==> config.mk <==
export PLATFORM = sky130hd
export DESIGN_NAME = phase_pick
export DESIGN_NICKNAME = d
export VERILOG_FILES = /design/src/rtl/phase_pick_pkg.sv /design/src/rtl/phase_matcher.sv /design/src/rtl/pass_tracker.sv /design/src/rtl/phase_pick.sv
export SDC_FILE = /design/constraint.sdc
export NUM_CORES = 1
export LEC_CHECK = 0
export CAP_MARGIN = 20
export CORE_AREA = 5 5 88 90
export CTS_CLUSTER_DIAMETER = 50
export DETAILED_ROUTE_END_ITERATION = 8
export DIE_AREA = 0 0 93 95
export GPL_TIMING_DRIVEN = 1
export PLACE_DENSITY_LB_ADDON = 0.25
export SETUP_SLACK_MARGIN = 0.02
export SYNTH_ARGS = -nofsm -noshare
export SYNTH_HDL_FRONTEND = slang
export SYNTH_SLANG_ARGS = --single-unit
==> constraint.sdc <==
create_clock -name clk -period 2.5 [get_ports clk]
set_input_delay 0.375 -clock clk [delete_from_list [all_inputs] [get_ports clk]]
set_output_delay 0.375 -clock clk [all_outputs]
set_load 0.02 [all_outputs]
==> src/rtl/phase_pick_pkg.sv <==
package phase_pick_pkg;

    localparam int NPH       = 8;
    localparam int SINGLE_PH = 5;
    localparam int MIN_TRAIN = 3;
    localparam int PH_W      = $clog2(NPH);
    localparam int CNT_W     = $clog2(MIN_TRAIN + 1);
    localparam logic [PH_W-1:0] ZERO_DEG_PH = PH_W'(2);
    localparam logic [PH_W-1:0] LAST_PRESET = PH_W'(SINGLE_PH - 1);

    typedef enum logic [1:0] {
        MD_SINGLE = 2'd0,
        MD_MULTI  = 2'd1,
        MD_PRESET = 2'd2,
        MD_PRESET_B = 2'd3
    } mode_e;

    typedef struct packed {
        logic            found;
        logic [PH_W-1:0] idx;
    } pick_t;

    function automatic logic is_preset(input logic [1:0] md);
        return md[1];
    endfunction

    function automatic logic [PH_W-1:0] clamp_preset(input logic [PH_W-1:0] sel);
        return (sel > LAST_PRESET) ? LAST_PRESET : sel;
    endfunction

    // middle of the first unbroken run of set bits
    function automatic pick_t center_pick(input logic [NPH-1:0] pass);
        pick_t r;
        int    lo;
        int    hi;
        logic  seen;
        logic  ended;
        lo = 0;
        hi = 0;
        seen = 1'b0;
        ended = 1'b0;
        for (int i = 0; i < NPH; i++) begin
            if (!seen) begin
                if (pass[i]) begin
                    seen = 1'b1;
                    lo = i;
                    hi = i;
                end
            end else if (!ended) begin
                if (pass[i]) hi = i;
                else         ended = 1'b1;
            end
        end
        r.found = seen;
        r.idx   = PH_W'((lo + hi) / 2);
        return r;
    endfunction

endpackage

==> src/rtl/phase_matcher.sv <==
module phase_matcher
    import phase_pick_pkg::*;
#(
    parameter int W = 8
) (
    input  logic [1:0]     mode,
    input  logic [NPH*W-1:0] ph_words,
    output logic [NPH-1:0] match
);
    function automatic logic [W-1:0] make_sb_word();
        logic [W-1:0] r;
        for (int i = 0; i < W; i++) r[i] = (i < W / 2);
        return r;
    endfunction

    function automatic logic [W-1:0] make_alt_word();
        logic [W-1:0] r;
        for (int i = 0; i < W; i++) r[i] = (i % 2 == 0);
        return r;
    endfunction

    localparam logic [W-1:0] SB_WORD  = make_sb_word();
    localparam logic [W-1:0] ALT_WORD = make_alt_word();

    logic single_md;
    logic multi_md;
    assign single_md = (mode == MD_SINGLE);
    assign multi_md  = (mode == MD_MULTI);

    for (genvar k = 0; k < NPH; k++) begin : g_ph
        logic [W-1:0] wd;
        logic         sb_hit;
        logic         alt_hit;
        assign wd      = ph_words[k*W +: W];
        assign sb_hit  = (wd == SB_WORD);
        assign alt_hit = (wd == ALT_WORD) || (wd == ~ALT_WORD);
        if (k < SINGLE_PH) begin : g_both
            assign match[k] = (single_md && sb_hit) || (multi_md && alt_hit);
        end else begin : g_multi_only
            assign match[k] = multi_md && alt_hit;
        end
    end
endmodule

==> src/rtl/pass_tracker.sv <==
module pass_tracker
    import phase_pick_pkg::*;
(
    input  logic           clk,
    input  logic           rst,
    input  logic           cal_en,
    input  logic [1:0]     mode,
    input  logic [NPH-1:0] match,
    output logic           en_q,
    output logic           en_rise,
    output logic           en_fall,
    output logic           enough,
    output logic [NPH-1:0] pass_mask
);
    logic [CNT_W-1:0] cnt_q;

    assign en_rise = cal_en && !en_q;
    assign en_fall = !cal_en && en_q;
    assign enough  = (cnt_q >= CNT_W'(MIN_TRAIN));

    always_ff @(posedge clk) begin
        if (rst) begin
            en_q      <= 1'b0;
            cnt_q     <= '0;
            pass_mask <= '0;
        end else begin
            en_q <= cal_en;
            if (cal_en) begin
                if (!en_q) begin
                    pass_mask <= match;
                    cnt_q     <= CNT_W'(1);
                end else begin
                    pass_mask <= pass_mask & match;
                    if (!enough) cnt_q <= cnt_q + CNT_W'(1);
                end
            end
        end
    end

    // during a window the set of passing phases never grows
    assert_mask_shrinks_R4: assert property (@(posedge clk) disable iff (rst)
        (cal_en && en_q) |=> ((pass_mask & ~$past(pass_mask)) == '0));

    // a single-bit window never records phases above the fifth
    assert_single_five_R3: assert property (@(posedge clk) disable iff (rst)
        (cal_en && mode == MD_SINGLE) |=> (pass_mask[NPH-1:SINGLE_PH] == '0));
endmodule

==> src/rtl/phase_pick.sv <==
module phase_pick
    import phase_pick_pkg::*;
#(
    parameter int W = 8
) (
    input  logic              clk,
    input  logic              rst,
    input  logic              cal_en,
    input  logic [1:0]        mode,
    input  logic [2:0]        preset_sel,
    input  logic [8*W-1:0]    ph_words,
    output logic [2:0]        phase_idx,
    output logic              locked,
    output logic [W-1:0]      data_out
);
    logic [NPH-1:0] match;
    logic           en_q;
    logic           en_rise;
    logic           en_fall;
    logic           enough;
    logic [NPH-1:0] pass_mask;
    pick_t          pick;
    logic [W-1:0]   cur_word;

    phase_matcher #(.W(W)) u_match (
        .mode     (mode),
        .ph_words (ph_words),
        .match    (match)
    );

    pass_tracker u_track (
        .clk       (clk),
        .rst       (rst),
        .cal_en    (cal_en),
        .mode      (mode),
        .match     (match),
        .en_q      (en_q),
        .en_rise   (en_rise),
        .en_fall   (en_fall),
        .enough    (enough),
        .pass_mask (pass_mask)
    );

    assign pick     = center_pick(pass_mask);
    assign cur_word = ph_words[phase_idx*W +: W];

    always_ff @(posedge clk) begin
        if (rst) begin
            phase_idx <= ZERO_DEG_PH;
            locked    <= 1'b0;
            data_out  <= '0;
        end else begin
            data_out <= cur_word;
            if (is_preset(mode)) begin
                phase_idx <= clamp_preset(preset_sel);
                locked    <= 1'b1;
            end else if (en_rise) begin
                locked <= 1'b0;
            end else if (en_fall) begin
                if (enough && pick.found) begin
                    phase_idx <= pick.idx;
                    locked    <= 1'b1;
                end else begin
                    locked <= 1'b0;
                end
            end
        end
    end

    // a trained lock appears only right after the enable is seen low
    assert_lock_on_fall_R6: assert property (@(posedge clk) disable iff (rst)
        ($rose(locked) && !is_preset($past(mode))) |-> ($past(en_q) && !$past(cal_en)));

    // restart of training drops the lock
    assert_rise_clears_R8: assert property (@(posedge clk) disable iff (rst)
        (en_rise && !is_preset(mode)) |=> !locked);

    // a failed window leaves the phase untouched and unlocked
    assert_keep_phase_R7: assert property (@(posedge clk) disable iff (rst)
        (en_fall && !is_preset(mode) && !(enough && pick.found)) |=> (!locked && $stable(phase_idx)));

    // preset applies the configured phase and reports lock
    assert_preset_R9: assert property (@(posedge clk) disable iff (rst)
        is_preset(mode) |=> (locked && phase_idx == clamp_preset($past(preset_sel))));
endmodule

Word level (Yosys, flattened, before mapping):

Cells that the tools add are included.

* flip-flop bits (word level): 23
* output and inout port bits: 12

* add/sub/neg operators: 3
* magnitude comparators: 2
* eq/ne operators: 24
* shifts and indexed selects: 1
* muxes and demuxes: 76
* bitwise operators: 2
* reductions and logical operators: 37

Operators by type and width (count)
* $mux W32: 31
* $eq A8 B7 Y1 const B: 8
* $eq A8 B8 Y1 const B: 8
* $shiftx A64 B7 Y8: 1
* $eq A8 B4 Y1 const B: 5
* $mux W1: 37
* $add A32 B32 Y32: 1
* $logic_and A1 B1 Y1: 16
* $mux W3: 5
* $logic_or A1 B1 Y1: 13
* $and A8 B8 Y8: 1
* $mux W8: 1
* $mux W2: 2
* $ne A2 B2 Y1 const B: 2
* $reduce_bool A2 Y1: 2
* $add A3 B1 Y3: 1
* $gt A3 B3 Y1 const B: 1
* $reduce_and A3 Y1: 1
* $reduce_bool A3 Y1: 1
* $add A2 B1 Y2 const B: 1
* $eq A2 B1 Y1 const B: 1
* $ge A2 B2 Y1 const B: 1
* $logic_not A1 Y1: 2
* $logic_not A2 Y1: 1
* other kinds (2): 2

Depth between registers and ports, before layout:

* depth after elaboration: 26
* mapped depth: 10
* depth with buffers taken out: 9

By module:

From an unflattened synthesis, not the netlist that was laid out.

* cells, all modules: 230
* area, all modules: 2152.1 sq um

Modules (own cells, without submodules)
* phase_pick: instances 1, cells each 108, area each 1172.4 sq um, sequential area each 240.2 sq um
* pass_tracker: instances 1, cells each 51, area each 514.2 sq um, sequential area each 220.2 sq um
* phase_matcher: instances 1, cells each 71, area each 465.4 sq um, sequential area each 0.0 sq um

Worst setup path before layout:

OpenSTA, ideal clock, no wires.

* path type: reg2reg
* from: reg u_track.pass_mask[1]
* to: reg phase_idx[1]
* arrival time: 1.906 ns
* path slack: 0.525 ns
* cell stages (with the launch flop): 10
* path buffers: 1
* period minus slack after synthesis: 1.975 ns
* path through: dfxtp_1 > clkbuf_1 > or2_1 > a21oi_1 > o21ai_1 > and2_1 > fa_1 > xor2_1 > o221a_4 > o21bai_2

* longest elaborated chain between the ends: 26
* elaborated cells on any way between the ends: 62
* classes of those cells: add/sub (2); mux (56); bitwise (1); reduce/logical (3)

Ends and longest elaborated chain
* from (decl): RTL line pass_tracker.sv:13 `output logic [NPH-1:0] pass_mask`
* from (signal assigned): RTL line pass_tracker.sv:30 `pass_mask <= match;`
* from (signal assigned): RTL line pass_tracker.sv:33 `pass_mask <= pass_mask & match;`
* $mux W1 (on tied branches): RTL line phase_pick_pkg.sv:44, phase_pick_pkg.sv:50
* $mux W32 or $mux W1 (tied branches): RTL line phase_pick_pkg.sv:44, phase_pick_pkg.sv:50, phase_pick_pkg.sv:43
* $mux W32: RTL line phase_pick_pkg.sv:49 `end else if (!ended) begin`
* $mux W32: RTL line phase_pick_pkg.sv:43 `if (!seen) begin`
* $mux W32: RTL line phase_pick_pkg.sv:44, phase_pick_pkg.sv:50
* $mux W32: RTL line phase_pick_pkg.sv:49
* $mux W32: RTL line phase_pick_pkg.sv:43
* $mux W32: RTL line phase_pick_pkg.sv:44, phase_pick_pkg.sv:50
* [... 10 more ...]
* $mux W32: RTL line phase_pick_pkg.sv:43
* $add A32 B32 Y32: RTL line phase_pick_pkg.sv:55 `r.idx = PH_W'((lo + hi) / 2);`
* $and A1 B1 Y1 (no line)
* $add A3 B1 Y3 (no line)
* $mux W3: RTL line phase_pick.sv:60 `if (enough && pick.found) begin`
* $mux W3: RTL line phase_pick.sv:59 `end else if (en_fall) begin`
* $mux W3: RTL line phase_pick.sv:57 `end else if (en_rise) begin`
* $mux W3: RTL line phase_pick.sv:54 `if (is_preset(mode)) begin`
* to (signal assigned): RTL line phase_pick.sv:55 `phase_idx <= clamp_preset(preset_sel);`
* to (signal assigned): RTL line phase_pick.sv:61 `phase_idx <= pick.idx;`
* to (decl): RTL line phase_pick.sv:12 `output logic [2:0] phase_idx,`

Several ways; a longest one is shown, not always the timed one. The select of a mux whose other input is x is not followed.
A chain may end at the register's enable or synchronous reset.

Final worst setup path:

* from: reg u_track.pass_mask[3]
* to: reg phase_idx[1]

* longest elaborated chain between the ends: 22
* elaborated cells on any way between the ends: 50
* classes of those cells: add/sub (2); mux (44); bitwise (1); reduce/logical (3)

Ends and longest elaborated chain (RTL line)
* $mux W32: phase_pick_pkg.sv:44, phase_pick_pkg.sv:50
* $mux W32: phase_pick_pkg.sv:49
* $mux W32: phase_pick_pkg.sv:43
* $mux W32: phase_pick_pkg.sv:44, phase_pick_pkg.sv:50
* $mux W32: phase_pick_pkg.sv:49
* $mux W32: phase_pick_pkg.sv:43
* $mux W32: phase_pick_pkg.sv:44, phase_pick_pkg.sv:50
* $mux W32: phase_pick_pkg.sv:49
* [... 6 more ...]
* $mux W32: phase_pick_pkg.sv:43
* $add A32 B32 Y32: phase_pick_pkg.sv:55
* $and A1 B1 Y1 (no line)
* $add A3 B1 Y3 (no line)
* $mux W3: phase_pick.sv:60
* $mux W3: phase_pick.sv:59
* $mux W3: phase_pick.sv:57
* $mux W3: phase_pick.sv:54

Several ways; a longest one is shown, not always the timed one. The select of a mux whose other input is x is not followed.

==> flow_summary.toml <==
[timing]
fin_crit_sh = 0.836
clock.fmax_mhz = 478
maxSlewViolCount = 0
rsz0062_at_grt = "false"
tightest_slew_ns = 0.517
hold_viol = 0
setup_violations = 0
finalCriticalPeriod_ns = 2.09
max_slew_margin = 0.654
setup_tns_ns = 0
whs_ns = 0.485
fin_skew_ns = 0.00250

[routing]
vias = 2193
drt_iter0_drc = 80
routed_wl_um = 6630
viasPerCell = 5.48
ant_nets = 0
firstDrtPassIters = 5
drcViolationCount = 0
wl_per_cell_um = 16.6

[placement]
io_buffers = 83
gp_congestion = 0.853
post-place-cells = 396
place_area_um2 = 2920
hpwl_um = 5530

[synth]
syn-cell-area_um2 = 2010
yosysTopAreaCellShare = 0.229
synth_seq_area_share = 0.229
ys_dominant_reg_cell = "dfxtp_1"
synthArstFlopShare = 0
synth_fp_nets = 314
synth_top_cells_by_count = "nor2_1, nand2_1, dfxtp_1"
yosysUniqueCellTypes = 48
yosys_warnings = 0
yosysMostFrequentCell = "nor2_1"
ys_ff_latch = 23
synth_top_area_cell = "dfxtp_1"
ys_top_cells_by_area = "dfxtp_1, mux4_2, nor2_1"
syn_area_per_cell_um2 = 8.46
synth_cells = 238
synth_edf_count = 0

[clock_network]
cts_tree = "built"
path_clk_slew_ns = 0.09
postCtsResizedCells = 0
cts-buffers-inserted = 3
clock_latency_ns = 0.27
h-tree-depth = 1
max-clock-path-buffers = 2
cts_root_buffer = "clkbuf_8"
postCtsHoldBufs = 0
cts_setup_buffers = 0
cts.sinks = 23

[global_route]
grt_overflow = 0
grtUsageTotal = 0.153
grt_max_degree = 19
grt_pass1_wl_um = 10800
grt_pass1_vias = 2242
antenna_found_initial = 0

[worst_setup_path]
r2r_slack_ns = 0.41
rr_startpoint = "u_track.pass_mask[3]"
arrival_ns = 2.30
startpoint = "u_track.pass_mask[3]"
end_kind = "flop"
cp-start-kind = "flop"
required_ns = 2.71
crit_fanout = 10
path_class = "flop to flop"

[run]
cap_violations = 0

[layout]
diodes = 0
final_util = 0.425
finalNetCount = 395
instances_no_fill = 400
layout-drive-gt1-share = 0.107
areaGrowthSynthToFinish_pct = 47.5
final_area_um2 = 2970

[floorplanning]
rows = 31
core_um2 = 6980
die_w_um = 93
die_y_um = 95
die-area_um2 = 8840
io_pins = 84
start_util = 0.289

[hold_path]
hold_path_class = "flop to flop"
holdCritStartpoint = "u_track.cnt_q[0]"

[pwr]
p_leak_nw = 1.03
ir_worst_vdd_v = 0.000246
powerDensity_nw_per_um2 = 395

[status]
status = "completed"
state kept, by name, indices dropped and copies added (netlist names):
name               flops
phase_idx              3
u_track.pass_mask      8
u_track.en_q           1
u_track.cnt_q          2
data_out               8
locked                 1
where the power goes:
part,total [W],switching (W),internal [W]
combinational,0.000509,0.000224,0.000285
clock,0.000240,0.000129,0.000111
sequential,0.000423,0.0000261,0.000397
cell families (layout without fill, tap and decap cells):
logic type | count (synthesis) | in the layout | share of synthesized area
AND/OR/NAND/NOR | 117 | 117 | 0.313
AO/OA/AOI/OAI | 53 | 53 | 0.180
flip-flops | 23 | 23 | 0.229
buffers and inverters | 20 | 100 | 0.0491
multiplexers | 16 | 16 | 0.179
XOR/XNOR | 5 | 5 | 0.0217
adder cells (fa/ha/maj) | 4 | 4 | 0.0286
final cells by class:
type	count	area [µm²]
Clock buffer	3	41.3
Clock inverter	1	5.00
Fill cell	701	4010
Inverter	6	22.5
Multi-Input combinational cell	195	1460
Sequential cell	23	460
Tap cell	82	103
Timing Repair Buffer	90	883
layer usage:
layer  vias to the layer above  wire length [µm]  track usage
li1                       1068                 -            -
met1                      1047              2820        0.186
met2                        70              3420        0.282
met3                         8               304       0.0231
met4                         0                85       0.0427
met5                         -                 0            0
stage by stage:
stage	worst slack [ns]	power [W]
after global routing	0.210	0.00124
final	0.410	0.00117
after global placement	0.442	0.000941
after CTS	0.410	0.00118
after floorplan	0.525	0.000701
after detailed placement	0.429	0.000944
placed cells by master (no fill, tap or decap), types with 9 or more instances in the layout:
cell type	n
a21oi_1	16
nand2b_1	9
dfxtp_1	23
nand2_1	29
mux4_2	16
clkdlybuf4s50_1	83
o21ai_1	11
nor2_1	31
worst paths after layout:
kind,end,cells after the start
setup / recovery,phase_idx[1],9
hold reg to reg,u_track.cnt_q[0],1
setup reg to reg,phase_idx[1],9
hold / removal,u_track.cnt_q[0],1
worst max-delay path: stages (launching register included):
cell,delay (ns)
dfxtp_1,0.41
nor2_1,0.19
o21ai_1,0.09
a21oi_1,0.15
o21ai_1,0.10
and2_1,0.20
fa_1,0.40
xor2_1,0.16
o221a_4,0.24
o21bai_2,0.09
Note: power is estimated with default switching activity, not from simulation.
